$ cat src/rtl/dtg_pkg.sv
package dtg_pkg;
  localparam int unsigned DT_W   = 8;
  localparam int unsigned N_CHAN = 2;
  localparam int unsigned CH_MAIN = 0;
  localparam int unsigned CH_COMP = 1;
endpackage

$ cat src/rtl/dtg_edge_timer.sv
module dtg_edge_timer #(
  parameter int unsigned DT_W = dtg_pkg::DT_W
) (
  input  logic            clk_i,
  input  logic            rst_ni,
  input  logic            ref_i,
  input  logic            oe_i,
  input  logic [DT_W-1:0] dt_i,
  output logic            ref_q_o,
  output logic            oe_q_o,
  output logic            dt_done_o
);
  localparam logic [DT_W-1:0] CNT_MAX = '1;

  logic            ref_q, oe_q;
  logic [DT_W-1:0] cnt_q;
  logic            restart;

  // enable rise counts as an edge so dead time applies after re-enable
  assign restart = !oe_i || !oe_q || (ref_i != ref_q);

  always_ff @(posedge clk_i or negedge rst_ni) begin
    if (!rst_ni) begin
      ref_q <= 1'b0;
      oe_q  <= 1'b0;
      cnt_q <= '0;
    end else begin
      ref_q <= ref_i;
      oe_q  <= oe_i;
      if (restart)               cnt_q <= '0;
      else if (cnt_q != CNT_MAX) cnt_q <= cnt_q + 1'b1;
    end
  end

  assign ref_q_o   = ref_q;
  assign oe_q_o    = oe_q;
  assign dt_done_o = (cnt_q >= dt_i);

  AST_NO_WRAP: assert property (@(posedge clk_i) disable iff (!rst_ni)
    (cnt_q == CNT_MAX && !restart) |=> (cnt_q == CNT_MAX));
  AST_OE_CLEARS_CNT: assert property (@(posedge clk_i) disable iff (!rst_ni)
    !oe_i |=> (cnt_q == '0));
endmodule

$ cat src/rtl/dtg_channel.sv
module dtg_channel (
  input  logic lvl_i,
  input  logic oe_q_i,
  input  logic own_en_i,
  input  logic other_en_i,
  input  logic dt_done_i,
  output logic act_o
);
  logic gap_ok;

  // dead time only when the partner output is also in use
  assign gap_ok = !other_en_i || dt_done_i;
  assign act_o  = oe_q_i && own_en_i && lvl_i && gap_ok;
endmodule

$ cat src/rtl/dtg_out_stage.sv
module dtg_out_stage (
  input  logic act_i,
  input  logic pol_i,
  output logic pin_o
);
  assign pin_o = act_i ^ pol_i;
endmodule

$ cat src/rtl/dead_time_gen.sv
module dead_time_gen #(
  parameter int unsigned DT_W = dtg_pkg::DT_W
) (
  input  logic            clk_i,
  input  logic            rst_ni,
  input  logic            ref_i,
  input  logic [DT_W-1:0] dt_i,
  input  logic            main_en_i,
  input  logic            comp_en_i,
  input  logic            main_pol_i,
  input  logic            comp_pol_i,
  input  logic            out_en_i,
  output logic            main_o,
  output logic            comp_o
);
  import dtg_pkg::*;

  logic              ref_q, oe_q, dt_done;
  logic [N_CHAN-1:0] en_w, pol_w, lvl_w, act_w, pin_w;

  assign en_w[CH_MAIN]  = main_en_i;
  assign en_w[CH_COMP]  = comp_en_i;
  assign pol_w[CH_MAIN] = main_pol_i;
  assign pol_w[CH_COMP] = comp_pol_i;
  assign lvl_w[CH_MAIN] = ref_q;
  assign lvl_w[CH_COMP] = !ref_q;

  dtg_edge_timer #(.DT_W(DT_W)) i_timer (
    .clk_i     (clk_i),
    .rst_ni    (rst_ni),
    .ref_i     (ref_i),
    .oe_i      (out_en_i),
    .dt_i      (dt_i),
    .ref_q_o   (ref_q),
    .oe_q_o    (oe_q),
    .dt_done_o (dt_done)
  );

  for (genvar g = 0; g < N_CHAN; g++) begin : g_chan
    dtg_channel i_chan (
      .lvl_i      (lvl_w[g]),
      .oe_q_i     (oe_q),
      .own_en_i   (en_w[g]),
      .other_en_i (en_w[N_CHAN-1-g]),
      .dt_done_i  (dt_done),
      .act_o      (act_w[g])
    );
    dtg_out_stage i_out (
      .act_i (act_w[g]),
      .pol_i (pol_w[g]),
      .pin_o (pin_w[g])
    );
  end

  assign main_o = pin_w[CH_MAIN];
  assign comp_o = pin_w[CH_COMP];

  AST_NO_OVERLAP: assert property (@(posedge clk_i) disable iff (!rst_ni)
    !(act_w[CH_MAIN] && act_w[CH_COMP]));
  AST_IDLE_ON_OE_LOW: assert property (@(posedge clk_i) disable iff (!rst_ni)
    !out_en_i |=> (act_w == '0));
  AST_MAIN_RISE_NEEDS_REF: assert property (@(posedge clk_i) disable iff (!rst_ni)
    $rose(act_w[CH_MAIN]) |-> ref_q);
  AST_ZERO_DT_PASS: assert property (@(posedge clk_i) disable iff (!rst_ni)
    (dt_i == '0 && oe_q && main_en_i) |-> (act_w[CH_MAIN] == ref_q));
endmodule

$ cat config.mk
export PLATFORM = sky130hd
export DESIGN_NAME = dead_time_gen
export DESIGN_NICKNAME = d
export VERILOG_FILES = /design/src/rtl/dtg_pkg.sv /design/src/rtl/dtg_edge_timer.sv /design/src/rtl/dtg_channel.sv /design/src/rtl/dtg_out_stage.sv /design/src/rtl/dead_time_gen.sv
export SDC_FILE = /design/constraint.sdc
export NUM_CORES = 1
export LEC_CHECK = 0
export BUFFER_PORTS_ARGS = -buffer_cell sky130_fd_sc_hd__buf_2
export CAP_MARGIN = 20
export CORE_AREA = 2 2 39 41
export CTS_CLUSTER_SIZE = 40
export DETAILED_ROUTE_END_ITERATION = 10
export DIE_AREA = 0 0 41 43
export PLACE_DENSITY = 0.78
export SETUP_SLACK_MARGIN = 0.15
export SLEW_MARGIN = 10
export SYNTH_ARGS = -nofsm -noshare
export SYNTH_HDL_FRONTEND = slang
export SYNTH_SLANG_ARGS = --single-unit
$ cat constraint.sdc
create_clock -name clk_i -period 3.12 [get_ports clk_i]
set_clock_uncertainty 0.05 [all_clocks]
set_input_delay 0.312 -clock clk_i [delete_from_list [all_inputs] [get_ports clk_i]]
set_output_delay 0.312 -clock clk_i [all_outputs]
set_load 0.01 [all_outputs]
==> results.rst, run 1 <==
.. list-table::
   :header-rows: 1

   * - Metric
     - Value
   * - Outcome
     - finished clean
   * - Area of combinational cells with multiple inputs
     - 399 sq um
   * - Routed length per placed instance
     - about 11 um
   * - Die W
     - slightly above 40 um
   * - Number of resized instances in the post-cts repair step
     - 0
   * - Total global routing track utilization
     - about 17%
   * - Clock Tree Buf Depth
     - 2
   * - Worst flop-to-flop path startpoint
     - i_timer.cnt_q[3]
   * - PD cells
     - around 300 nW/um^2
   * - Largest net degree at the start of global routing
     - 11
   * - Normalized max-slew margin
     - 79.0%
   * - Global-route wire length before repair
     - ~2 mm
   * - Netlist Area Pre-Place
     - 687 sq um
   * - Post-route fraction of the period consumed by the critical path
     - between 70% and 80%
   * - Number of enable flip-flop cells after synthesis
     - 0
   * - IR drop worst, VDD
     - 199 uV
   * - Max Fanout on Critical Path
     - 4
   * - Data arrival, critical path
     - 2080 ps
   * - Number of cells in the design after placement
     - roughly 110
   * - Wire length on met2
     - 596 um
   * - Seq. cell area
     - 250 sq um
   * - Global route total overflow
     - 0
   * - Syn-to-layout area delta
     - 20.0%
   * - Overall via count from detail_route
     - around 600
   * - Initial core utilization
     - 49.6%
   * - Cell variety after synth
     - 23
   * - Count of cells along the worst register-to-register path
     - 5
   * - Number of instances on the worst hold path
     - 1
   * - Actual transition at the worst max-transition pin
     - 314 ps
   * - CTS tree
     - built
   * - Total of endpoints with negative setup slack in the final report
     - 0
   * - CTS Buf Count
     - 3
   * - Critical setup path kind
     - reg -> out
   * - Clock transition at the register clock pins on the worst setup and hold paths after CTS
     - approximately 60 ps
   * - Hold endpoint
     - i_timer.oe_q_o
   * - Hold bufs inserted after CTS
     - 1
   * - Count of filler cells inserted in the layout
     - between 100 and 150
   * - Number of antenna violations at the first check in global routing
     - 0
   * - Met3 WL post-DR
     - between 50 and 60 um
   * - Count of nets left with antenna violations after detail routing
     - 0
   * - Ranking of synthesized cells by area
     - sky130_fd_sc_hd__dfrtp_1, sky130_fd_sc_hd__ha_1, sky130_fd_sc_hd__xor2_1, sky130_fd_sc_hd__inv_1, sky130_fd_sc_hd__nor2_1
   * - Diode insertion count for antenna repair
     - 0
   * - Synthesis warning total
     - 0
   * - Full die area
     - 1760 sq um
   * - DRC violations left
     - 0
   * - Path class of the lowest-slack min-delay path
     - in -> reg
   * - Beginning of the worst hold path
     - out_en_i
   * - HPWL after DPL
     - roughly 1 mm
   * - Count of non-filler cells in the finished layout
     - between 100 and 150
   * - Count of routing violations after the opening detailed-route iteration
     - 8
   * - Final Hold Viols
     - 0
   * - Number of setup buffers added after CTS
     - 0
   * - Number of register bits inferred by synthesis
     - 10
   * - Fraction of synthesized cell area taken by the top area cell type
     - 36.4%
   * - Worst R2R Setup Slack
     - roughly 1600 ps
   * - Unrepaired setup endpoints after global routing
     - false
   * - Number of rows in the core area
     - 14
   * - Cells after Synth
     - 73
   * - Worst-Skew Late Latency
     - ~250 ps
   * - Most used DFF post-synth
     - sky130_fd_sc_hd__dfrtp_1
   * - Endpoint of the worst-slack reg-to-reg timing path
     - i_timer.cnt_q[4]
   * - Met1 wire length
     - between 500 and 600 um
   * - Standby leakage power
     - 0.445 nW
   * - Library cell with the largest summed area after synthesis
     - sky130_fd_sc_hd__dfrtp_1
   * - Leading post-synthesis cells by instance count
     - sky130_fd_sc_hd__dfrtp_1, sky130_fd_sc_hd__inv_1, sky130_fd_sc_hd__ha_1, sky130_fd_sc_hd__nor2_1, sky130_fd_sc_hd__xor2_1
   * - Total iterations of the first detailed-routing run
     - 4
   * - Startpoint type of the worst setup path
     - register
   * - Average vias per placed instance
     - between 5 and 6
   * - Vertical extent of the die
     - approximately 43 um
   * - Fraction of layout cells with a size suffix above 1
     - a little under a quarter
   * - DR top layer
     - met4
   * - Final weighted congestion of routability-driven global placement
     - 0.821
   * - Number of global-route vias before repair
     - 557
   * - Final nets
     - around 120
   * - Wire length after detailed routing
     - between 1 and 1.5 mm
   * - Core area
     - approximately 1400 sq um
   * - Fmax achieved
     - 0.410 GHz
   * - Tmin final
     - 2440 ps
   * - Total negative slack for setup checks
     - 0 ps
   * - Total I/O pin count
     - 18
   * - Post-synthesis area per instance
     - approximately 9.4 sq um
   * - Worst EP required
     - 2760 ps
   * - Number of nets produced by synthesis
     - between 90 and 100
   * - Final number of max-transition violations
     - 0
   * - Share of flip-flops with an asynchronous set or reset
     - between 90% and 100%
   * - Proportion of synthesized chip area in sequential cells
     - 36.4%
   * - Maximum level of the CTS H-tree
     - 1
   * - Max capacitance violation total
     - 0
   * - Total number of clock tree sinks
     - 10
   * - Number of buffers inserted by port buffering
     - 17
   * - Root buffer selected by CTS
     - sky130_fd_sc_hd__clkbuf_4
   * - Crit end category
     - output port
-- worst max-delay path, stage by stage (launching register included) --
cell and delay, ps:
sky130_fd_sc_hd__dfrtp_1 400, sky130_fd_sc_hd__inv_1 60, sky130_fd_sc_hd__ha_1 250, sky130_fd_sc_hd__nand2b_1 150
sky130_fd_sc_hd__a2111oi_2 350, sky130_fd_sc_hd__o41a_1 230, sky130_fd_sc_hd__a31oi_1 100, sky130_fd_sc_hd__xor2_1 140
sky130_fd_sc_hd__buf_2 140
-- how the worst max path moves through the flow --
stage,startpoint,to,cells past startpoint
6_report,i_timer.cnt_q[0],main_o,8
5_1_grt,i_timer.cnt_q[0],comp_o,8
4_1_cts,i_timer.cnt_q[0],comp_o,8
3_5_place_dp,i_timer.cnt_q[0],comp_o,8
3_3_place_gp,i_timer.cnt_q[0],main_o,8
2_1_floorplan,i_timer.cnt_q[0],comp_o,7
-- registers in the layout, summed over array words and instances (netlist names) --
name / cells
i_timer.cnt_q: 8
i_timer.ref_q_o: 1
i_timer.oe_q_o: 1
-- cell type report --
class / instances / area share, %
Multi-Input combinational cell: 53 / 48.4
Tap cell: 16 / 2.43
Timing Repair Buffer: 18 / 11.5
Sequential cell: 10 / 30.3
Clock buffer: 3 / 2.73
Inverter: 10 / 4.55
-- logic make-up after synthesis --
family	synth area share (%)
compound gates	11.5
xor+xnor	8.93
mux	1.46
simple gates	19.9
flops	36.4
fa+ha+maj	16.4
buf+inv	5.47
-- routing by layer --
layer	vias to the layer above	global-route usage, %
li1	303	-
met2	15	26.3
met5	-	0
met1	274	21.1
met4	0	11.3
met3	4	3.14
-- layout by cell type (no fill, tap or decap) --
cell type / netlist / final
sky130_fd_sc_hd__dlygate4sd3_1: 0 / 1
sky130_fd_sc_hd__o21bai_1: 1 / 1
sky130_fd_sc_hd__a2111oi_2: 1 / 1
sky130_fd_sc_hd__and4_1: 1 / 1
sky130_fd_sc_hd__a21oi_1: 2 / 2
sky130_fd_sc_hd__nand4_1: 3 / 3
sky130_fd_sc_hd__ha_1: 9 / 9
sky130_fd_sc_hd__o41a_1: 1 / 1
sky130_fd_sc_hd__nand4_2: 1 / 1
sky130_fd_sc_hd__inv_1: 10 / 10
sky130_fd_sc_hd__nand2_1: 2 / 2
sky130_fd_sc_hd__nor3_1: 3 / 3
sky130_fd_sc_hd__dfrtp_1: 10 / 10
sky130_fd_sc_hd__xnor2_1: 2 / 2
sky130_fd_sc_hd__nand3b_1: 1 / 1
sky130_fd_sc_hd__a31oi_1: 3 / 3
sky130_fd_sc_hd__buf_2: 0 / 17
sky130_fd_sc_hd__nor2_1: 9 / 9
sky130_fd_sc_hd__o211ai_1: 1 / 1
sky130_fd_sc_hd__mux2i_1: 1 / 1
sky130_fd_sc_hd__xor2_1: 5 / 5
sky130_fd_sc_hd__nand3_1: 4 / 4
sky130_fd_sc_hd__a211o_1: 1 / 1
sky130_fd_sc_hd__and3_1: 1 / 1
sky130_fd_sc_hd__clkbuf_4: 0 / 3
sky130_fd_sc_hd__nand2b_1: 1 / 1
-- metrics by stage --
stage	hold WS [ps]	instance area [sq um]	utilization, %	total power [mW]	setup WS [ps]
4_1_cts	119	825	59.6	0.256	657
3_5_place_dp	133	792	57.2	0.171	934
5_1_grt	119	825	59.6	0.266	557
2_1_floorplan	-33.6	687	-	0.153	1070
3_3_place_gp	132	792	57.2	0.169	955
6_report	124	825	59.6	0.253	680
-- where the power goes --
group	internal, mW	switching, mW	total [mW]	leakage (nW)
Clock	0.0443	0.0394	0.0837	0.0138
Combinational	0.0183	0.0165	0.0348	0.297
Sequential	0.132	0.00215	0.134	0.135
Note: power is estimated with default switching activity, not from simulation.
==> run 2, diff against run 1 <==
--- a/config.mk
+++ b/config.mk
@@ -7,11 +7,11 @@
 export LEC_CHECK = 0
 export BUFFER_PORTS_ARGS = -buffer_cell sky130_fd_sc_hd__buf_2
 export CAP_MARGIN = 20
-export CORE_AREA = 2 2 39 41
+export CORE_MARGIN = 2
+export CORE_UTILIZATION = 45
 export CTS_CLUSTER_SIZE = 40
 export DETAILED_ROUTE_END_ITERATION = 10
-export DIE_AREA = 0 0 41 43
-export PLACE_DENSITY = 0.78
+export PLACE_DENSITY = 0.72
 export SETUP_SLACK_MARGIN = 0.15
 export SLEW_MARGIN = 10
 export SYNTH_ARGS = -nofsm -noshare
==> constraint.sdc (replaced) <==
create_clock -name clk_i -period 2 [get_ports clk_i]
set_clock_uncertainty 0.05 [all_clocks]
set_input_delay 0.2 -clock clk_i [delete_from_list [all_inputs] [get_ports clk_i]]
set_output_delay 0.2 -clock clk_i [all_outputs]
set_load 0.01 [all_outputs]
==> run 2 against run 1 <==
  * The flow now finishes with violations (negative setup slack)
  * Worst hold slack worse by 120 ps
  * Total power grew 63%
  * Setup slack got worse by 930 ps
  * Via count rose by 3.2%
  * Non-clock buffer count up 9
  * Cell area is 17% higher
  * Wire length up 16%
  * Die area increased by 5.2%
  * Combinational power increased by 100%
  * Critical path type unchanged
==> results.rst, run 2 (same netlist as run 1, synthesis figures left out) <==
.. list-table::
   :header-rows: 1

   * - Metric
     - Value
   * - Total I/O pin count
     - 18 (unchanged)
   * - Largest net degree at the start of global routing
     - 11 (unchanged)
   * - Count of routing violations after the opening detailed-route iteration
     - 2 (-6)
   * - CP max stage delay
     - 440 ps (+40 ps)
   * - Total iterations of the first detailed-routing run
     - 2 (-2)
   * - Die W
     - 43.1 um (+5.0%)
   * - Number of buffers inserted by port buffering
     - 17 (unchanged)
   * - Number of rows in the core area
     - 14 (unchanged)
   * - Area of combinational cells with multiple inputs
     - 469 sq um (+18%)
   * - Slowest stage cell, crit path
     - sky130_fd_sc_hd__o41a_1
   * - Unrepaired setup endpoints after global routing
     - true
   * - Largest register FFs
     - 8 (unchanged)
   * - Critical setup path kind
     - reg -> out
   * - Leading cell type in the layout, fill and taps excluded
     - sky130_fd_sc_hd__buf_2
   * - Syn-to-layout area delta
     - 40.1%
   * - Final setup slack of the worst path
     - -252 ps (-932 ps)
   * - DRC violations left
     - 0 (unchanged)
   * - Seq. cell area
     - 250 sq um (unchanged)
   * - Placement Cell Area
     - 845 sq um (+6.6%)
   * - Normalized max-slew margin
     - 78.8% (-0.19 points)
   * - Diode insertion count for antenna repair
     - 0 (unchanged)
   * - Number of antenna violations at the first check in global routing
     - 0 (unchanged)
   * - Standby leakage power
     - 0.498 nW (+12%)
   * - CP cell instances
     - ha_4 > nand4_1 > o41a_1 > a31oi_1 > xor2_1 > buf_2
   * - Crit end category
     - output port
   * - Violations in the final reports
     - negative setup slack
   * - Worst EP required
     - 1750 ps (-1010 ps)
   * - Critical path's top delay family
     - compound AO/OA/AOI/OAI gates
   * - Worst Setup Slack post-DPL
     - 25.9 ps (-908 ps)
   * - Root buffer selected by CTS
     - sky130_fd_sc_hd__clkbuf_4
   * - Max capacitance violation total
     - 0 (unchanged)
   * - Total global routing track utilization
     - 17.6% (+0.33 points)
   * - Path class of the lowest-slack min-delay path
     - in -> reg
   * - Worst-Skew Late Latency
     - 260 ps (about the same)
   * - Outcome
     - finished, violations left
   * - Average vias per placed instance
     - 5.17 (-4.6%)
   * - Wire length after detailed routing
     - 1.46 mm (+16%)
   * - Fmax achieved
     - ~0.44 GHz
   * - Final weighted congestion of routability-driven global placement
     - 0.844 (+2.9%)
   * - Max Fanout on Critical Path
     - 2 (-2)
   * - Core area
     - 1470 sq um (+6.3%)
   * - Global route total overflow
     - 0 (unchanged)
   * - Full die area
     - 1860 sq um (+5.2%)
   * - Switching power
     - 0.0978 mW (+69%)
   * - Post-route cell area
     - 962 sq um (+17%)
   * - Total power after layout
     - 0.412 mW (+63%)
   * - Share of total power in combinational logic
     - 17.1% (+3.3 points)
   * - Switching share of power
     - 23.8% (+0.78 points)
   * - Sequential power share
     - 50.6% (-2.5 points)
   * - Fraction of power consumed by the clock network
     - 32.3% (-0.9 points)
   * - Actual transition at the worst max-transition pin
     - 317 ps (+2.86 ps)
   * - Total of endpoints with negative setup slack in the final report
     - 2 (+2)
   * - Final Hold Viols
     - 0 (unchanged)
   * - Startpoint type of the worst setup path
     - register
   * - Number of global-route vias before repair
     - 571 (+2.5%)
   * - Final number of max-transition violations
     - 0 (unchanged)
   * - CTS Buf Count
     - 3 (unchanged)
   * - Routed length per placed instance
     - 12.3 um (+6.9%)
   * - Most flop-heavy register
     - i_timer.cnt_q
   * - CTS tree
     - built
   * - Maximum level of the CTS H-tree
     - 1 (unchanged)
   * - Overall via count from detail_route
     - 615 (+3.2%)
   * - Count of nets left with antenna violations after detail routing
     - 0 (unchanged)
   * - Buffers and inverters on the worst path
     - 1 (-1)
   * - IR drop worst, VDD
     - 284 uV (+43%)
   * - Post-route fraction of the period consumed by the critical path
     - 113%
   * - Global-route wire length before repair
     - 2.39 mm (+16%)
   * - Tmin final
     - approximately 2300 ps
   * - Data arrival, critical path
     - 2000 ps (-80 ps)
   * - Vertical extent of the die
     - 43.1 um (+0.16%)
   * - Most used cells in the layout excluding fill and tap cells
     - sky130_fd_sc_hd__buf_2, sky130_fd_sc_hd__inv_1, sky130_fd_sc_hd__dfrtp_1
   * - Clock transition at the register clock pins on the worst setup and hold paths after CTS
     - 60 ps (about the same)
   * - Final nets
     - 130 (+7.4%)
   * - Cell-internal power
     - 0.314 mW (+61%)
   * - Total number of clock tree sinks
     - 10 (unchanged)
   * - HPWL after DPL
     - 1.05 mm (+4.4%)
   * - Clock Tree Buf Depth
     - 2 (unchanged)
   * - Fraction of layout cells with a size suffix above 1
     - 35.0% (+12 points)
   * - Count of filler cells inserted in the layout
     - 140 (+14%)
   * - Initial core utilization
     - 46.7% (-3.0 points)
   * - Post-Route Utilization
     - 65.4% (+5.8 points)
   * - PD cells
     - 428 nW/um^2 (+40%)
[run 2: cell types whose count changed in the layout (fill, tap and decap cells not counted)]
cell | before | now
sky130_fd_sc_hd__buf_4 | 0 | 9
sky130_fd_sc_hd__ha_1 | 9 | 5
sky130_fd_sc_hd__ha_4 | 0 | 4
sky130_fd_sc_hd__a2111oi_2 | 1 | 0
sky130_fd_sc_hd__a2111oi_4 | 0 | 1
sky130_fd_sc_hd__nand2b_1 | 1 | 0
sky130_fd_sc_hd__nand2b_4 | 0 | 1
[run 2: power by group through the flow]
| stage | Clock, mW | Combinational (mW) | Sequential (mW) |
|---|---|---|---|
| 5_1_grt | 0.147 | 0.0796 | 0.209 |
| 4_1_cts | 0.135 | 0.0674 | 0.208 |
| 6_report | 0.133 | 0.0702 | 0.208 |
| 3_3_place_gp | 0 | 0.0538 | 0.212 |
| 3_5_place_dp | 0 | 0.0559 | 0.212 |
| 2_1_floorplan | 0 | 0.0269 | 0.212 |
[run 2: metrics by stage]
| stage | hold WS [ps] | cells | setup TNS (ps) |
|---|---|---|---|
| after floorplan | -146 | 73 | 0 |
| after global placement | 22.0 | 113 | 0 |
| after detailed placement | 22.8 | 113 | 0 |
| after CTS | 5.16 | 118 | -519 |
| after global routing | 7.14 | 119 | -647 |
| final | 8.19 | 119 | -452 |
[run 2: layout make-up]
cell class | instances | area share [%]
clock buffers | 3 | 2.34
inverters | 10 | 3.90
multi-input cells | 53 | 48.8
flip-flops and latches | 10 | 26.0
well taps | 16 | 2.08
repair buffers | 27 | 16.9
[run 2: per-layer routing]
layer	vias up	part of all wire (%)	track usage [%]
met5	-	0	0
met4	0	2.0	9.09
met3	5	3.6	2.55
met2	12	48	25.8
met1	276	47	25.1
li1	322	-	-
[run 2: what timing repair did]
| item | in CTS | in global routing |
|---|---|---|
| endpoints found under the hold margin | 10 | 0 |
| hold buffers | 1 | 0 |
| setup endpoints to repair | 2 | 2 |
| pin swaps | 4 | 8 |
| resized for setup | 3 | 3 |
| setup buffers | 1 | 1 |
[run 2: worst register-to-register path: cells and delay by family, from the launching register on]
kind | cells | cell delay, ps
and+or+nand+nor | 4 | 680
xor gates and xnor gates | 1 | 150
DFF | 1 | 390
buffers and inverters | 2 | 230
[run 2: path summary, 6_finish.rpt]
path | startpoint | cells past startpoint | slack [ps] | to
worst max-delay path | i_timer.cnt_q[5] | 6 | -250 | main_o
worst max register to register | i_timer.cnt_q[5] | 7 | 390 | i_timer.cnt_q[4]
min in group asynchronous | rst_ni | 2 | 270 | i_timer.cnt_q[6]
worst min-delay path | out_en_i | 1 | 8 | i_timer.oe_q_o
worst min register to register | i_timer.cnt_q[6] | 2 | 590 | i_timer.cnt_q[6]
max in group asynchronous | rst_ni | 2 | 1450 | i_timer.oe_q_o
==> run 3, diff against run 2 <==
--- a/config.mk
+++ b/config.mk
@@ -5,13 +5,14 @@
 export SDC_FILE = /design/constraint.sdc
 export NUM_CORES = 1
 export LEC_CHECK = 0
+export ABC_AREA = 1
 export BUFFER_PORTS_ARGS = -buffer_cell sky130_fd_sc_hd__buf_2
 export CAP_MARGIN = 20
 export CORE_MARGIN = 2
-export CORE_UTILIZATION = 45
+export CORE_UTILIZATION = 46
 export CTS_CLUSTER_SIZE = 40
 export DETAILED_ROUTE_END_ITERATION = 10
-export PLACE_DENSITY = 0.72
+export PLACE_DENSITY = 0.73
 export SETUP_SLACK_MARGIN = 0.15
 export SLEW_MARGIN = 10
 export SYNTH_ARGS = -nofsm -noshare
==> run 3 against run 2 <==
  * The run now ends clean
  * Core utilization is 5.1 points higher
  * Sequential power about the same
  * Non-clock buffer count unchanged
  * Flip-flop and latch count stayed put
  * Fmax up 18%
  * Worst hold slack improved by 3.9 ps
  * Global-route usage rose by 2.1 points
  * Final cell count up 23%
  * Critical path depth rose by 5
  * Clock-buffer cell count stayed put
  * First-iteration DRC count increased to 6.0 times the previous value
  * Total power is 2.6% higher
  * Critical path type unchanged
  * Critical endpoint unchanged
==> results.rst, run 3 <==
.. list-table::
   :header-rows: 1

   * - Metric
     - Value
   * - Post-route fraction of the period consumed by the critical path
     - 95.3% (-17 points)
   * - Area of combinational cells with multiple inputs
     - 548 sq um (+17%)
   * - IR drop worst, VDD
     - 392 uV (+38%)
   * - Seq. cell area
     - 253 sq um (+1.0%)
   * - Actual transition at the worst max-transition pin
     - 285 ps (-32.0 ps)
   * - Count of nets left with antenna violations after detail routing
     - 0 (unchanged)
   * - Maximum level of the CTS H-tree
     - 1 (unchanged)
   * - Diode insertion count for antenna repair
     - 0 (unchanged)
   * - Max capacitance violation total
     - 0 (unchanged)
   * - Number of rows in the core area
     - 14 (unchanged)
   * - Most used DFF post-synth
     - sky130_fd_sc_hd__dfrtp_1
   * - Number of antenna violations at the first check in global routing
     - 0 (unchanged)
   * - Fraction of synthesized cell area taken by the top area cell type
     - 33.3% (-3.2 points)
   * - Worst EP required
     - 1750 ps (about the same)
   * - Largest net degree at the start of global routing
     - 11 (unchanged)
   * - Synthesis warning total
     - 0 (unchanged)
   * - Number of enable flip-flop cells after synthesis
     - 0 (unchanged)
   * - Routed length per placed instance
     - 12.2 um (-0.96%)
   * - Worst Setup Slack post-DPL
     - 306 ps (+280 ps)
   * - Worst flop-to-flop path startpoint
     - i_timer.cnt_q[1]
   * - Syn-to-layout area delta
     - 42.8%
   * - Post-Synth Adder-Cell Area
     - 15.0% (-1.4 points)
   * - Worst-Skew Late Latency
     - 260 ps (about the same)
   * - Global route total overflow
     - 0 (unchanged)
   * - Total negative slack for setup checks
     - 0 ps (+452 ps)
   * - Multiplexer share of the synthesized area
     - 0% (-1.5 points)
   * - Total global routing track utilization
     - 19.7% (+2.1 points)
   * - CP cell instances
     - ha_4 > nand2_2 > nand2_1 > nand2_1 > nand2_1 > nand2_1 > nand4_1 > nand2_1 > nand2_1 > nand2_1 > buf_2
   * - Average vias per placed instance
     - 5.05 (-2.3%)
   * - Library cell with the largest summed area after synthesis
     - sky130_fd_sc_hd__dfrtp_1
   * - Number of buffers inserted by port buffering
     - 17 (unchanged)
   * - Total iterations of the first detailed-routing run
     - 5 (+3)
   * - Critical setup path kind
     - reg -> out
   * - Initial core utilization
     - 49.3% (+2.7 points)
   * - Fmax achieved
     - 0.525 GHz (+18%)
   * - Cell variety after synth
     - 18 (-22%)
   * - Leading cell type in the layout, fill and taps excluded
     - sky130_fd_sc_hd__nand2_1
   * - Path class of the lowest-slack min-delay path
     - in -> reg
   * - CTS tree
     - built
   * - Outcome
     - finished clean
   * - Post-Synth Simple-Gate Area
     - 29.3% (+9.4 points)
   * - Final setup slack of the worst path
     - 93.8 ps (+346 ps)
   * - Netlist Area Pre-Place
     - 752 sq um (+9.5%)
   * - Post-Route Utilization
     - 70.4% (+5.1 points)
   * - Max Fanout on Critical Path
     - 2 (unchanged)
   * - Standby leakage power
     - 0.542 nW (+8.8%)
   * - Largest register FFs
     - 8 (unchanged)
   * - CTS Buf Count
     - 3 (unchanged)
   * - Fraction of layout cells with a size suffix above 1
     - 44.6% (+9.7 points)
   * - Tmin final
     - 1910 ps (-346 ps)
   * - Total number of clock tree sinks
     - 10 (unchanged)
   * - Total I/O pin count
     - 18 (unchanged)
   * - HPWL after DPL
     - 1.20 mm (+14%)
   * - Core area
     - 1520 sq um (+3.6%)
   * - Slowest stage cell, crit path
     - sky130_fd_sc_hd__dfrtp_1
   * - Largest family of logic cells by synthesized area
     - simple AND/OR/NAND/NOR gates
   * - Global-route wire length before repair
     - 2.82 mm (+18%)
   * - Count of routing violations after the opening detailed-route iteration
     - 12 (+10)
   * - Data arrival, critical path
     - 1660 ps (-340 ps)
   * - Final number of max-transition violations
     - 0 (unchanged)
   * - Die W
     - 44.4 um (+3.2%)
   * - Clock transition at the register clock pins on the worst setup and hold paths after CTS
     - 60 ps (about the same)
   * - Clock Tree Buf Depth
     - 2 (unchanged)
   * - Cells after Synth
     - 100 (+37%)
   * - Worst R2R Setup Slack
     - 460 ps (+70 ps)
   * - Share of flip-flops with an asynchronous set or reset
     - 100% (unchanged)
   * - CP max stage delay
     - 420 ps (-20 ps)
   * - Most used cells in the layout excluding fill and tap cells
     - sky130_fd_sc_hd__nand2_1, sky130_fd_sc_hd__buf_2, sky130_fd_sc_hd__inv_1
   * - Unrepaired setup endpoints after global routing
     - true
   * - Leading post-synthesis cells by instance count
     - sky130_fd_sc_hd__nand2_1, sky130_fd_sc_hd__inv_1, sky130_fd_sc_hd__dfrtp_1, sky130_fd_sc_hd__ha_1, sky130_fd_sc_hd__a21oi_1
   * - Total of endpoints with negative setup slack in the final report
     - 0 (-2)
   * - Wire length after detailed routing
     - 1.77 mm (+22%)
   * - Number of register bits inferred by synthesis
     - 10 (unchanged)
   * - Crit end category
     - output port
   * - Final Hold Viols
     - 0 (unchanged)
   * - Post-Synth XOR/XNOR Area
     - 5.82% (-3.1 points)
   * - Endpoint of the worst-slack reg-to-reg timing path
     - i_timer.cnt_q[4]
   * - Vertical extent of the die
     - 44.4 um (+3.2%)
   * - Most instantiated library cell after synthesis
     - sky130_fd_sc_hd__nand2_1
   * - Area fraction in compound gates after synthesis
     - 7.65% (-3.8 points)
   * - Normalized max-slew margin
     - 80.9% (+2.1 points)
   * - Number of global-route vias before repair
     - 722 (+26%)
   * - Number of nets produced by synthesis
     - 125 (+28%)
   * - Final nets
     - 157 (+21%)
   * - Most flop-heavy register
     - i_timer.cnt_q
   * - DRC violations left
     - 0 (unchanged)
   * - Hold endpoint
     - i_timer.oe_q_o
   * - Number of instances on the worst hold path
     - 1 (unchanged)
   * - Proportion of synthesized chip area in sequential cells
     - 33.3% (-3.2 points)
   * - Full die area
     - 1970 sq um (+6.4%)
   * - PD cells
     - 393 nW/um^2 (-8.1%)
   * - Overall via count from detail_route
     - 737 (+20%)
   * - Root buffer selected by CTS
     - sky130_fd_sc_hd__clkbuf_4
   * - Most numerous cell on the critical path
     - sky130_fd_sc_hd__nand2_1
   * - Count of filler cells inserted in the layout
     - 115 (-18%)
   * - Startpoint type of the worst setup path
     - register
   * - Beginning of the worst hold path
     - out_en_i
   * - Post-synthesis area per instance
     - 7.52 sq um (-20%)
   * - Final weighted congestion of routability-driven global placement
     - 0.808 (-4.3%)
   * - Count of cells along the worst register-to-register path
     - 8 (+1)
   * - Ranking of synthesized cells by area
     - sky130_fd_sc_hd__dfrtp_1, sky130_fd_sc_hd__ha_1, sky130_fd_sc_hd__nand2_1, sky130_fd_sc_hd__inv_1, sky130_fd_sc_hd__a21oi_1
run 3: cell types whose count changed in the layout (fill, tap and decap cells not counted), moves of 4 or more:
| cell | delta |
|---|---|
| sky130_fd_sc_hd__inv_2 | +5 |
| sky130_fd_sc_hd__nor2_1 | -6 |
| sky130_fd_sc_hd__nor2_2 | +4 |
| sky130_fd_sc_hd__a21oi_1 | +5 |
| sky130_fd_sc_hd__nand2_2 | +6 |
| sky130_fd_sc_hd__nand2_1 | +19 |
run 3: layer usage:
| metal | share of wire (%) | GRT usage, % |
|---|---|---|
| met3 | 2.8 | 1.63 |
| met5 | 0 | 0 |
| met4 | 1.7 | 11.5 |
| met2 | 49 | 32.1 |
| met1 | 46 | 25.7 |
run 3: metrics by stage:
step / hold WS [ps] / instance area [sq um] / power [mW] / instances
4_1_cts: 4.65 / 935 / 0.406 / 142
5_1_grt: 8.13 / 1070 / 0.444 / 146
3_5_place_dp: 19.5 / 857 / 0.271 / 133
6_report: 12.1 / 1070 / 0.422 / 146
3_3_place_gp: 18.2 / 857 / 0.268 / 133
2_1_floorplan: -146 / 752 / 0.242 / 100
run 3: area by class of cell:
type,count,area share [%]
Multi-Input combinational cell,72,51.0
Clock buffer,3,2.10
Tap cell,16,1.86
Sequential cell,10,23.5
Inverter,18,6.29
Timing Repair Buffer,27,15.2
run 3: kinds of logic (layout without fill, tap and decap cells):
family,after synthesis,after routing
compound gates,11,11
xor+xnor,5,5
fa+ha+maj,9,9
buf+inv,18,48
flops,10,10
simple gates,47,47
run 3: worst max-delay path, delay by kind of cell (launching register included):
| kind | cells | cell delay, ps |
|---|---|---|
| buf+inv | 1 | 130 |
| simple gates | 9 | 550 |
| fa+ha+maj | 1 | 300 |
| flops | 1 | 420 |
run 3: worst max-delay path by stage:
stage / startpoint / to / slack [ps] / cells after the start
floorplan: i_timer.cnt_q[7] / comp_o / 470 / 7
global placement: i_timer.cnt_q[7] / main_o / 310 / 8
detailed placement: i_timer.cnt_q[7] / main_o / 310 / 8
CTS: i_timer.cnt_q[2] / main_o / 70 / 11
global route: i_timer.cnt_q[0] / comp_o / -8 / 13
finish: i_timer.cnt_q[1] / main_o / 90 / 11
run 3: timing repair:
action,in CTS,in global routing
endpoints found under the setup margin,2,2
resized for setup,3,17
pin swaps,2,8
endpoints found under the hold margin,10,0
setup buffers,5,4
hold buffers,1,0
run 3: report_power, final:
part / total [mW] / internal (mW) / switching [mW]
Sequential: 0.209 / 0.206 / 0.00378
Combinational: 0.0801 / 0.0379 / 0.0421
Clock: 0.133 / 0.0693 / 0.0633
Total: 0.422 / 0.313 / 0.109
